`src/rtl/mcs_pkg.sv`:
```
`timescale 1ns/1ps
package mcs_pkg;
  localparam int REG_W       = 8;
  localparam int BIT_RESUME  = 7;
  localparam int BIT_SUSPEND = 6;
  localparam int BIT_SRST    = 5;
  localparam int BIT_WAKE    = 2;
  localparam logic [REG_W-1:0] STORE_MASK = 8'hE4;

  typedef enum logic [1:0] {
    RS_IDLE  = 2'd0,
    RS_WAIT  = 2'd1,
    RS_DRIVE = 2'd2
  } rs_state_e;

  typedef struct packed {
    logic resume;
    logic suspend;
    logic srst;
  } cmd_fire_t;
endpackage

```
`src/rtl/mcs_cmd_reg.sv`:
```
`timescale 1ns/1ps
module mcs_cmd_reg
  import mcs_pkg::*;
(
  input  logic             clk,
  input  logic             rst_n,
  input  logic             clk_stable,
  input  logic             wr_en,
  input  logic [REG_W-1:0] wr_data,
  output logic [REG_W-1:0] mode_q,
  output logic             wake_en,
  output cmd_fire_t        fire,
  output logic             wr_error
);
  logic             wr_ok;
  logic [REG_W-1:0] mode_d;
  logic             err_d;

  always_comb begin
    wr_ok        = wr_en & clk_stable;
    err_d        = wr_en & ~clk_stable;
    mode_d       = wr_ok ? (wr_data & STORE_MASK) : mode_q;
    fire.resume  = wr_ok & mode_q[BIT_RESUME]  & ~wr_data[BIT_RESUME];
    fire.suspend = wr_ok & mode_q[BIT_SUSPEND] & ~wr_data[BIT_SUSPEND];
    fire.srst    = wr_ok & mode_q[BIT_SRST]    & ~wr_data[BIT_SRST];
    wake_en      = mode_q[BIT_WAKE];
  end

  always_ff @(posedge clk or negedge rst_n) begin
    if (!rst_n) begin
      mode_q   <= '0;
      wr_error <= 1'b0;
    end else begin
      if (wr_ok) mode_q <= mode_d;
      wr_error <= err_d;
    end
  end

  AST_BAD_WR_HOLD: assert property (@(posedge clk) disable iff (!rst_n)
    (wr_en && !clk_stable) |=> $stable(mode_q));
  AST_BAD_WR_FLAG: assert property (@(posedge clk) disable iff (!rst_n)
    (wr_en && !clk_stable) |=> wr_error);
  AST_NO_FIRE_UNSTABLE: assert property (@(posedge clk) disable iff (!rst_n)
    !clk_stable |-> (fire == '0));
endmodule

```
`src/rtl/mcs_resume_timer.sv`:
```
`timescale 1ns/1ps
module mcs_resume_timer
  import mcs_pkg::*;
#(
  parameter int DELAY_CYC = 5,
  parameter int DRIVE_CYC = 10
) (
  input  logic clk,
  input  logic rst_n,
  input  logic fire_resume,
  input  logic abort,
  output logic start,
  output logic busy,
  output logic drive
);
  localparam int CNT_MAX = (DELAY_CYC > DRIVE_CYC) ? DELAY_CYC : DRIVE_CYC;
  localparam int CNT_W   = $clog2(CNT_MAX + 1);
  localparam logic [CNT_W-1:0] DELAY_LAST = CNT_W'(DELAY_CYC - 1);
  localparam logic [CNT_W-1:0] DRIVE_LAST = CNT_W'(DRIVE_CYC - 1);

  rs_state_e        st_q, st_d;
  logic [CNT_W-1:0] cnt_q, cnt_d;
  logic             cnt_en;

  always_comb begin
    st_d   = st_q;
    cnt_d  = '0;
    cnt_en = 1'b0;
    start  = 1'b0;
    if (abort) begin
      st_d   = RS_IDLE;
      cnt_en = 1'b1;
    end else begin
      case (st_q)
        RS_IDLE: begin
          if (fire_resume) begin
            start  = 1'b1;
            st_d   = RS_WAIT;
            cnt_en = 1'b1;
          end
        end
        RS_WAIT: begin
          cnt_en = 1'b1;
          if (cnt_q == DELAY_LAST) st_d = RS_DRIVE;
          else                     cnt_d = cnt_q + 1'b1;
        end
        RS_DRIVE: begin
          cnt_en = 1'b1;
          if (cnt_q == DRIVE_LAST) st_d = RS_IDLE;
          else                     cnt_d = cnt_q + 1'b1;
        end
        default: begin
          st_d   = RS_IDLE;
          cnt_en = 1'b1;
        end
      endcase
    end
  end

  always_ff @(posedge clk or negedge rst_n) begin
    if (!rst_n) begin
      st_q  <= RS_IDLE;
      cnt_q <= '0;
    end else begin
      st_q <= st_d;
      if (cnt_en) cnt_q <= cnt_d;
    end
  end

  assign busy  = (st_q != RS_IDLE);
  assign drive = (st_q == RS_DRIVE);

  AST_BUSY_NEEDS_FIRE: assert property (@(posedge clk) disable iff (!rst_n)
    $rose(busy) |-> $past(fire_resume));
  AST_DRIVE_AFTER_WAIT: assert property (@(posedge clk) disable iff (!rst_n)
    $rose(drive) |-> $past(busy));
  AST_ABORT_IDLE: assert property (@(posedge clk) disable iff (!rst_n)
    abort |=> !busy);
endmodule

```
`src/rtl/mcs_power_ctl.sv`:
```
`timescale 1ns/1ps
module mcs_power_ctl (
  input  logic clk,
  input  logic rst_n,
  input  logic fire_suspend,
  input  logic fire_srst,
  input  logic resume_start,
  input  logic rd_en,
  input  logic wake_en,
  output logic suspend_req,
  output logic clk_wake_req,
  output logic soft_reset_pulse
);
  logic susp_d, wake_d, srst_d;

  always_comb begin
    susp_d = suspend_req;
    if (fire_srst)                   susp_d = 1'b0;
    else if (resume_start || rd_en)  susp_d = 1'b0;
    else if (fire_suspend)           susp_d = 1'b1;
    wake_d = rd_en & suspend_req & wake_en;
    srst_d = fire_srst;
  end

  always_ff @(posedge clk or negedge rst_n) begin
    if (!rst_n) begin
      suspend_req      <= 1'b0;
      clk_wake_req     <= 1'b0;
      soft_reset_pulse <= 1'b0;
    end else begin
      suspend_req      <= susp_d;
      clk_wake_req     <= wake_d;
      soft_reset_pulse <= srst_d;
    end
  end

  AST_SRST_SINGLE: assert property (@(posedge clk) disable iff (!rst_n)
    soft_reset_pulse |=> !soft_reset_pulse);
  AST_SRST_NO_SUSP: assert property (@(posedge clk) disable iff (!rst_n)
    soft_reset_pulse |-> !suspend_req);
  AST_READ_EXITS: assert property (@(posedge clk) disable iff (!rst_n)
    rd_en |=> !suspend_req);
  AST_WAKE_FROM_SUSP: assert property (@(posedge clk) disable iff (!rst_n)
    clk_wake_req |-> $past(suspend_req && rd_en));
endmodule

```
`src/rtl/mode_cmd_seq.sv`:
```
`timescale 1ns/1ps
module mode_cmd_seq
  import mcs_pkg::*;
#(
  parameter int CLK_FREQ_HZ     = 48_000_000,
  parameter int RESUME_DELAY_MS = 5,
  parameter int RESUME_DRIVE_MS = 10
) (
  input  logic       clk,
  input  logic       rst_n,
  input  logic       clk_stable,
  input  logic       wr_en,
  input  logic [7:0] wr_data,
  input  logic       rd_en,
  output logic [7:0] mode_q,
  output logic       wr_error,
  output logic       suspend_req,
  output logic       clk_wake_req,
  output logic       soft_reset_pulse,
  output logic       resume_busy,
  output logic       resume_drive
);
  localparam int CYC_PER_MS = CLK_FREQ_HZ / 1000;
  localparam int DELAY_CYC  = RESUME_DELAY_MS * CYC_PER_MS;
  localparam int DRIVE_CYC  = RESUME_DRIVE_MS * CYC_PER_MS;

  cmd_fire_t fire;
  logic      wake_en;
  logic      resume_start;

  mcs_cmd_reg u_reg (
    .clk        (clk),
    .rst_n      (rst_n),
    .clk_stable (clk_stable),
    .wr_en      (wr_en),
    .wr_data    (wr_data),
    .mode_q     (mode_q),
    .wake_en    (wake_en),
    .fire       (fire),
    .wr_error   (wr_error)
  );

  mcs_resume_timer #(
    .DELAY_CYC (DELAY_CYC),
    .DRIVE_CYC (DRIVE_CYC)
  ) u_timer (
    .clk         (clk),
    .rst_n       (rst_n),
    .fire_resume (fire.resume),
    .abort       (fire.srst),
    .start       (resume_start),
    .busy        (resume_busy),
    .drive       (resume_drive)
  );

  mcs_power_ctl u_pwr (
    .clk              (clk),
    .rst_n            (rst_n),
    .fire_suspend     (fire.suspend),
    .fire_srst        (fire.srst),
    .resume_start     (resume_start),
    .rd_en            (rd_en),
    .wake_en          (wake_en),
    .suspend_req      (suspend_req),
    .clk_wake_req     (clk_wake_req),
    .soft_reset_pulse (soft_reset_pulse)
  );

  AST_SRST_ABORTS: assert property (@(posedge clk) disable iff (!rst_n)
    soft_reset_pulse |-> (!resume_busy && !resume_drive));
  AST_RESERVED_LOW: assert property (@(posedge clk) disable iff (!rst_n)
    wr_en |=> (mode_q[1:0] == 2'b00));
endmodule

```
`config.mk`:
```
export PLATFORM = sky130hd
export DESIGN_NAME = mode_cmd_seq
export DESIGN_NICKNAME = d
export VERILOG_FILES = /design/src/rtl/mcs_pkg.sv /design/src/rtl/mcs_cmd_reg.sv /design/src/rtl/mcs_resume_timer.sv /design/src/rtl/mcs_power_ctl.sv /design/src/rtl/mode_cmd_seq.sv
export SDC_FILE = /design/constraint.sdc
export NUM_CORES = 1
export LEC_CHECK = 0
export BUFFER_PORTS_ARGS = -buffer_cell sky130_fd_sc_hd__buf_2
export CAP_MARGIN = 20
export CORE_AREA = 2 2 62 64
export DETAILED_ROUTE_END_ITERATION = 8
export DIE_AREA = 0 0 64 66
export HOLD_SLACK_MARGIN = 0.12
export PLACE_DENSITY = 0.69
export RECOVER_POWER = 50
export SYNTH_ARGS = -nofsm -noshare
export SYNTH_HDL_FRONTEND = slang
export SYNTH_SLANG_ARGS = --single-unit
```
`constraint.sdc`:
```
create_clock -name clk -period 2.3 [get_ports clk]
set_input_delay 0.46 -clock clk [delete_from_list [all_inputs] [get_ports clk]]
set_output_delay 0.46 -clock clk [all_outputs]
set_load 0.02 [all_outputs]
```
==> results of run 1 <==
state kept, by name, summed over array words and instances, names as in the netlist:
register,count
u_pwr.suspend_req,1
u_pwr.clk_wake_req,1
u_reg.wr_error,1
u_reg.mode_q,4
u_timer.cnt_q,19
u_pwr.soft_reset_pulse,1
u_timer.st_q,2
timing repair:
action | 4_1_cts | 5_1_grt
resized for setup | 0 | 1
setup endpoints to repair | 0 | 3
setup buffers | 0 | 0
worst max-delay path: cells and delay by family, from the launching register on:
family                   cells  cell delay [ps]
AO/OA/AOI/OAI                2              330
AND/OR/NAND/NOR              3              720
adder cells (fa/ha/maj)      1              320
flip-flops                   1              400
buffers and inverters        2              260
cell type report:
class                      instances  area [µm²]
fill                             323        1650
clock buffer                       7        55.1
tap                               48        60.1
inverter                           8        30.0
sequential                        29         726
multi-input combinational        129         873
timing repair buffer              23         124
clock inverter                     1        30.0
per-stage QoR:
stage                      util  area [µm²]  power [µW]  std cells
after global routing      0.535        1900        1790        245
after CTS                 0.539        1910        1680        245
after floorplan               -        1710        1070        174
after detailed placement  0.515        1830        1240        237
final                     0.535        1900        1670        245
after global placement    0.515        1830        1200        237
report_power, final:
group / switching, µW / internal [µW] / leakage (µW) / total, µW
Sequential: 27.5 / 546 / 0.000392 / 573
Combinational: 434 / 228 / 0.000414 / 661
Clock: 174 / 260 / 0.0000455 / 434
synthesized netlist by cell type (all sizes together):
cell     instances
a221o            1
or2              1
a31oi           11
o211ai           4
nor3             5
and2             2
nor3b            2
buf              8
inv              8
a21oi            2
conb             1
and4             2
o21ai           14
nand4bb          2
dfrtp           29
nor4             2
a22o             6
o31ai            4
ha               5
nand3           15
nor2             8
or3              1
nand4b           3
nand4            1
nand2           12
mux2             4
and3             5
nor2b            6
o21a             3
or4              1
o41ai            1
o22ai            1
nand3b           1
cells by family (layout without fill, tap and decap cells):
kind of cell,Yosys count,after routing,share of synthesized area
AO/OA/AOI/OAI,47,47,0.197
adder cells (fa/ha/maj),5,5,0.0369
buffers and inverters,16,39,0.0561
flip-flops,29,29,0.428
multiplexers,4,4,0.0266
other,1,4,0.00221
AND/OR/NAND/NOR,69,69,0.253
layer usage:
layer  global-route usage  up-vias  share of wire  wire length [µm]
met3               0.0511        4          0.043               156
met5                    0        -              0                 0
met2                0.313       23           0.50              1810
met1                0.247      721           0.45              1620
met4                0.103        0          0.010                37
li1                     -      684              -                 -
worst paths after layout:
path | from | end | slack, ps | cells past startpoint
worst max-delay path | u_timer.st_q[0] | u_timer.cnt_q[10] | 190 | 8
worst min-delay path | rd_en | u_pwr.suspend_req | 280 | 2
worst max register to register | u_timer.st_q[0] | u_timer.cnt_q[10] | 190 | 8
worst min register to register | u_timer.cnt_q[6] | u_timer.cnt_q[6] | 520 | 1
max in group asynchronous | rst_n | u_timer.cnt_q[15] | 920 | 1
min in group asynchronous | rst_n | u_pwr.suspend_req | 480 | 1
==> impl_metrics.ini, run 1 <==
[synth]
ys_ff_latch = 29
synth_top_area_share = 0.428
yosysTopAreaCell = dfrtp_1
synth_cell_types = 45
synth_seq_area_share = 0.428
syn_area_per_cell_um2 = 9.91
netlist_instances = 171
synth_area_leaders = dfrtp_1, nand3_1, ha_1
synth_warnings = 0
syn_area_mm2 = 0.00170

[setup_path]
start_kind = flop
worstPathCellList = inv_1 -> ha_1 -> nand3_1 -> a31oi_4 -> nor2_1 -> buf_4 -> or4_1 -> o21ai_1
arrival_ps = 2370
crit_path_max_incr_delay_ps = 510
worst_ep_required_time_ps = 2560
crit_slowest_cell = or4_1
path_class = flop to flop
end_kind = flop
crit_path_max_fanout = 8

[die]
die_w_um = 64
dieArea_mm2 = 0.00422
fp-row-count = 22
start_util = 0.477
core_mm2 = 0.00355
die_y_um = 66
pin_count = 27

[power_and_ir_drop]
ir_drop_v = 0.000408
power_density_mw_per_mm2 = 879
power_leakage_uw = 0.000851

[timing]
slew_viol_final = 30
fin_crit_ps = 2110
rsz0062_at_grt = false
setup_viol = 0
worst_clock_skew_ps = 20.8
period_share = 0.918
hold_violations = 0
max_freq_mhz = 474
hold-worst-slack_ps = 278
finalSetupTns_ps = 0
fin_ws_ps = 188
tightest_slew_ps = 1520
slew_headroom = -0.0113

[route]
wl_per_cell_um = 14.8
first_pass_iters = 4
wirelength_um = 3630
post-route-drc-count = 0
ant_nets = 0
drtIter0Drc = 63
vias = 1432
viasPerCell = 5.84

[final_layout]
area_delta_synth_final_pct = 12.0
nNetsFinal = 214
final_common_cell = dfrtp_1
diodes = 0
drive_gt1_frac = 0.203
mostFrequentLayoutCells = dfrtp_1, buf_2, nand3_1, nand2_1, a31oi_1

[placement]
gp_congestion = 0.809
place_ws_ps = 202
hpwl_um = 2630
port_buffers = 18

[global_route]
track_usage = 0.197
grt_max_degree = 30
overflow = 0
grt_pass1_vias = 1358
grt_pass1_wl_um = 6290
antenna_found_initial = 0

[run_status]
status = complete, but fails checks
violations = max-capacitance violations, max-slew violations

[clocking]
htree_levels = 2
cts_buffer_depth = 2
clk_pin_slew_ps = 100
cts_made_buffers = 5
cts_tree = done
cts-root-buf = clkbuf_4
clock_latency_ps = 330
numClockSinks = 29
hold_buffers = 0

[min_path]
hold_class = input port to flop

[flow_run]
maxCapViolCount = 1
(Power assumes the default switching activity.)
==> inputs of run 2 (changes only) <==
--- a/config.mk
+++ b/config.mk
@@ -12,7 +12,7 @@
 export DIE_AREA = 0 0 64 66
 export HOLD_SLACK_MARGIN = 0.12
 export PLACE_DENSITY = 0.69
-export RECOVER_POWER = 50
+export RECOVER_POWER = 100
 export SYNTH_ARGS = -nofsm -noshare
 export SYNTH_HDL_FRONTEND = slang
 export SYNTH_SLANG_ARGS = --single-unit
==> run 2 against run 1 <==
  * The run still ends with max-capacitance violations, max-slew violations left
  * Sequential share of layout area up 0.25 points
  * Non-clock buffer count unchanged
  * Via count down 0.56%
  * Clock power about the same
  * Clock skew up 3.3 ps
  * First-iteration DRC count did not move
  * Register-to-register slack about the same
  * Count of clock-buffer cells in the layout is the same
  * Routed wire length increased by 0.11%
  * Sequential power about the same
  * Cell area is 0.66% lower
  * Hold slack worse by 4.1 ps
==> impl_metrics.ini, run 2 (synthesis results as in run 1) <==
[placement]
place_ws_ps = 202
port_buffers = 18
gp_congestion = 0.809
dpl_cell_area_mm2 = 0.00183
hpwl_um = 2630

[route]
post-route-drc-count = 0
wl_per_cell_um = 14.8
drtIter0Drc = 63
viasPerCell = 5.81
first_pass_iters = 4
vias = 1424
ant_nets = 0
wirelength_um = 3630

[clocking]
cts-root-buf = clkbuf_4
hold_buffers = 0
cts_buffer_depth = 2
cts_made_buffers = 5
htree_levels = 2
cts_tree = done
clock_latency_ps = 340
clk_pin_slew_ps = 100
numClockSinks = 29

[timing]
period_share = 0.921
setup_viol = 0
tightest_slew_ps = 1520
fin_crit_ps = 2120
hold_violations = 0
rsz0062_at_grt = false
max_freq_mhz = 472
slew_headroom = -0.0127
worst_clock_skew_ps = 24.2
fin_ws_ps = 182
finalSetupTns_ps = 0
slew_viol_final = 30

[die]
core_mm2 = 0.00355
start_util = 0.477
dieArea_mm2 = 0.00422
fp-row-count = 22
die_w_um = 64
die_y_um = 66
pin_count = 27

[power_and_ir_drop]
power_density_mw_per_mm2 = 882
power_leakage_uw = 0.000816
ir_drop_v = 0.000410

[setup_path]
arrival_ps = 2370
path_class = flop to flop
path_buf_inv = 2
start_kind = flop
worstPathCellList = inv_1 -> ha_1 -> nand3_1 -> a31oi_4 -> nor2_1 -> buf_4 -> or4_1 -> o21ai_1
end_kind = flop
cp_top_family = simple AND/OR/NAND/NOR gates
crit_path_max_incr_delay_ps = 510
worst_ep_required_time_ps = 2560
crit_slowest_cell = or4_1
crit_path_max_fanout = 8

[run_status]
violations = max-capacitance violations, max-slew violations
status = complete, but fails checks

[final_layout]
area_delta_synth_final_pct = 11.2
utilization = 0.531
final_common_cell = dfrtp_1
largest_registers = u_timer.cnt_q x19, u_reg.mode_q x4, u_timer.st_q x2
nNetsFinal = 214
regMostFlops = u_timer.cnt_q
diodes = 0
drive_gt1_frac = 0.152
mostFrequentLayoutCells = dfrtp_1, nand3_1, clkbuf_1, nand2_1, a31oi_1
final_area_mm2 = 0.00189
largest_reg_flops = 19

[global_route]
overflow = 0
grt_max_degree = 30
track_usage = 0.197
grt_pass1_vias = 1358
antenna_found_initial = 0
grt_pass1_wl_um = 6290

[min_path]
hold_class = input port to flop

[flow_run]
maxCapViolCount = 1
-- run 2: worst paths after layout --
| kind | cells after the start | from | slack, ps | end |
|---|---|---|---|---|
| max | 8 | u_timer.st_q[0] | 180 | u_timer.cnt_q[10] |
| min | 2 | rd_en | 270 | u_pwr.suspend_req |
| max reg2reg | 8 | u_timer.st_q[0] | 180 | u_timer.cnt_q[10] |
| min reg2reg | 1 | u_timer.cnt_q[6] | 520 | u_timer.cnt_q[6] |
| max in group asynchronous | 1 | rst_n | 920 | u_timer.cnt_q[15] |
| min in group asynchronous | 1 | rst_n | 470 | u_pwr.soft_reset_pulse |
-- run 2: per-layer routing --
layer / global-route usage / part of all wire / wire length [µm] / vias up
li1: - / - / - / 684
met1: 0.247 / 0.45 / 1640 / 715
met2: 0.313 / 0.50 / 1810 / 21
met3: 0.0511 / 0.039 / 143 / 4
met4: 0.103 / 0.010 / 37 / 0
met5: 0 / 0 / 0 / -
-- run 2: area by class of cell --
class / instances / area [µm²]
Clock buffer: 7 / 55.1
Clock inverter: 1 / 30.0
Fill cell: 326 / 1670
Inverter: 8 / 30.0
Multi-Input combinational cell: 129 / 873
Sequential cell: 29 / 726
Tap cell: 48 / 60.1
Timing Repair Buffer: 23 / 111
-- run 2: timing repair --
action / 4_1_cts / 5_1_grt
resized for setup: 0 / 1
endpoints found under the setup margin: 0 / 3
hold endpoints to repair: 0 / 0
buffers inserted: 0 / 0
-- run 2: power breakdown --
part | switching (µW) | internal [µW]
clock network | 176 | 260
logic | 434 | 220
registers | 27.9 | 546
-- run 2: per-stage QoR --
stage          total power [µW]  hold slack [ps]  instances
3_3_place_gp               1200              494        237
2_1_floorplan              1070              164        174
3_5_place_dp               1240              506        237
5_1_grt                    1780              279        245
4_1_cts                    1680              154        245
6_report                   1660              274        245
==> inputs of run 3 (changes only) <==
--- a/config.mk
+++ b/config.mk
@@ -7,11 +7,13 @@
 export LEC_CHECK = 0
 export BUFFER_PORTS_ARGS = -buffer_cell sky130_fd_sc_hd__buf_2
 export CAP_MARGIN = 20
-export CORE_AREA = 2 2 62 64
+export CELL_PAD_IN_SITES_DETAIL_PLACEMENT = 1
+export CELL_PAD_IN_SITES_GLOBAL_PLACEMENT = 1
+export CORE_AREA = 2 2 66 68
 export DETAILED_ROUTE_END_ITERATION = 8
-export DIE_AREA = 0 0 64 66
+export DIE_AREA = 0 0 68 70
 export HOLD_SLACK_MARGIN = 0.12
-export PLACE_DENSITY = 0.69
+export PLACE_DENSITY = 0.78
 export RECOVER_POWER = 100
 export SYNTH_ARGS = -nofsm -noshare
 export SYNTH_HDL_FRONTEND = slang
==> run 3 against run 2 <==
  * Final cell count rose by 2.9%
  * The run still ends with max-capacitance violations, max-slew violations left
  * Clock skew down 17 ps
  * Power is 0.91% lower
  * Largest power group unchanged
==> impl_metrics.ini, run 3 (synthesis results as in run 1) <==
[run_status]
status = complete, but fails checks
violations = max-capacitance violations, max-slew violations

[timing]
hold_violations = 0
fin_crit_ps = 2150
tightest_slew_ps = 1620
slew_viol_final = 30
max_freq_mhz = 465
rsz0062_at_grt = true
hold-worst-slack_ps = 347
worst_clock_skew_ps = 7.33
setup_viol = 0
slew_headroom = -0.0767
period_share = 0.934

[route]
wl_per_cell_um = 16.9
post-route-drc-count = 0
vias = 1467
first_pass_iters = 4
wirelength_um = 4260
viasPerCell = 5.82
ant_nets = 0
drtIter0Drc = 75

[setup_path]
start_kind = flop
cp_top_family = simple AND/OR/NAND/NOR gates
path_buf_inv = 1
crit_path_max_incr_delay_ps = 390
startpoint = u_timer.cnt_q[0]
crit_slowest_cell = dfrtp_1
critical_path_depth = 8
rr_endpoint = u_timer.cnt_q[7]
rr_startpoint = u_timer.cnt_q[0]
cpMostUsedCell = nor2_1
arrival_ps = 2320
end_kind = flop
path_class = flop to flop
worstPathCellList = ha_1 -> nand3_2 -> nor2_1 -> a31oi_4 -> nor2_1 -> buf_4 -> o21ai_1 -> a22o_1
worst_ep_required_time_ps = 2470
endpoint = u_timer.cnt_q[7]
crit_path_max_fanout = 5
r2r_slack_ps = 150
rr_worst_depth = 8

[placement]
hpwl_um = 3110
gp_congestion = 0.782
port_buffers = 18

[global_route]
grt_pass1_vias = 1507
use_met3 = 0.0403
grt.met1_usage = 0.260
top_usage_layer = met2
antenna_found_initial = 0
overflow = 0
track_usage = 0.199
grt_pass1_wl_um = 7240
grt_max_degree = 30
grt_use_met2 = 0.328

[power_and_ir_drop]
total_power_uw = 1650
power_density_mw_per_mm2 = 858
power_leakage_uw = 0.000847
ir_drop_v = 0.000362

[clocking]
cts_tree = done
clock_latency_ps = 280
cts-root-buf = clkbuf_8
hold_buffers = 0
cts_buffer_depth = 2
clk_pin_slew_ps = 70
numClockSinks = 29
cts-resized-gates = 0
cts_made_buffers = 5
postCtsSetupBuffers = 0
htree_levels = 2

[min_path]
hold_class = input port to flop

[die]
die_w_um = 68
die_y_um = 70
dieArea_mm2 = 0.00476
pin_count = 27
fp-row-count = 24
core_mm2 = 0.00414
start_util = 0.409

[final_layout]
largest_reg_flops = 19
utilization = 0.464
regMostFlops = u_timer.cnt_q
final_common_cell = dfrtp_1
nNetsFinal = 217
area_delta_synth_final_pct = 13.4
mostFrequentLayoutCells = dfrtp_1, nand3_1, clkbuf_1, nand2_1, a31oi_1
largest_registers = u_timer.cnt_q x19, u_reg.mode_q x4, u_timer.st_q x2
diodes = 0
drive_gt1_frac = 0.170

[flow_run]
maxCapViolCount = 1
[run 3: cell count changes in the layout (fill, tap and decap cells not counted), moves of 2 or more]
| cell | delta |
|---|---|
| buf_4 | +2 |
| clkinv_2 | +2 |
| clkbuf_8 | +4 |
| clkbuf_4 | -5 |
[run 3: worst reg2reg max path, delay by kind of cell, from the launching register on]
| family | cells | cell delay, ps |
|---|---|---|
| buf+inv | 1 | 200 |
| simple gates | 3 | 730 |
| compound gates | 3 | 470 |
| flops | 1 | 390 |
| fa+ha+maj | 1 | 250 |
[run 3: through the flow]
stage          std cells  worst slack [ps]  cell area [µm²]  setup TNS [ps]
6_report             252               151             1920               0
2_1_floorplan        174               417             1710               0
4_1_cts              252               149             1940               0
5_1_grt              252             -22.2             1920           -48.7
3_3_place_gp         244               237             1860               0
3_5_place_dp         244               132             1860               0
[run 3: final cells by class]
class	instances	area, µm²
clock buffers	6	72.6
clock inverters	2	10.0
fillers	510	2220
inverters	8	30.0
multi-input cells	129	886
flip-flops and latches	29	726
well taps	52	65.1
repair buffers	26	133
[run 3: power by group]
group	switching (µW)	leakage (µW)	internal, µW
clock network	195	0.0000450	209
registers	27.8	0.000392	547
logic	443	0.000410	227
total	666	0.000847	983
[run 3: per-layer routing]
metal  up-vias  wire length, µm
met5         -                0
met4         0               49
met3         5              175
met2        34             2210
met1       739             1820
li1        689                -
[run 3: how the worst min path moves through the flow]
| stage | depth (start not counted) | slack, ps | endpoint | startpoint |
|---|---|---|---|---|
| after CTS | 1 | 240 | u_reg.wr_error | rst_n |
| after floorplan | 0 | 160 | u_pwr.clk_wake_req | rst_n |
| after global placement | 1 | 500 | u_timer.cnt_q[6] | u_timer.cnt_q[6] |
| after global routing | 2 | 350 | u_pwr.suspend_req | rd_en |
| final | 2 | 350 | u_pwr.suspend_req | rd_en |
| after detailed placement | 1 | 510 | u_timer.cnt_q[0] | u_timer.cnt_q[0] |
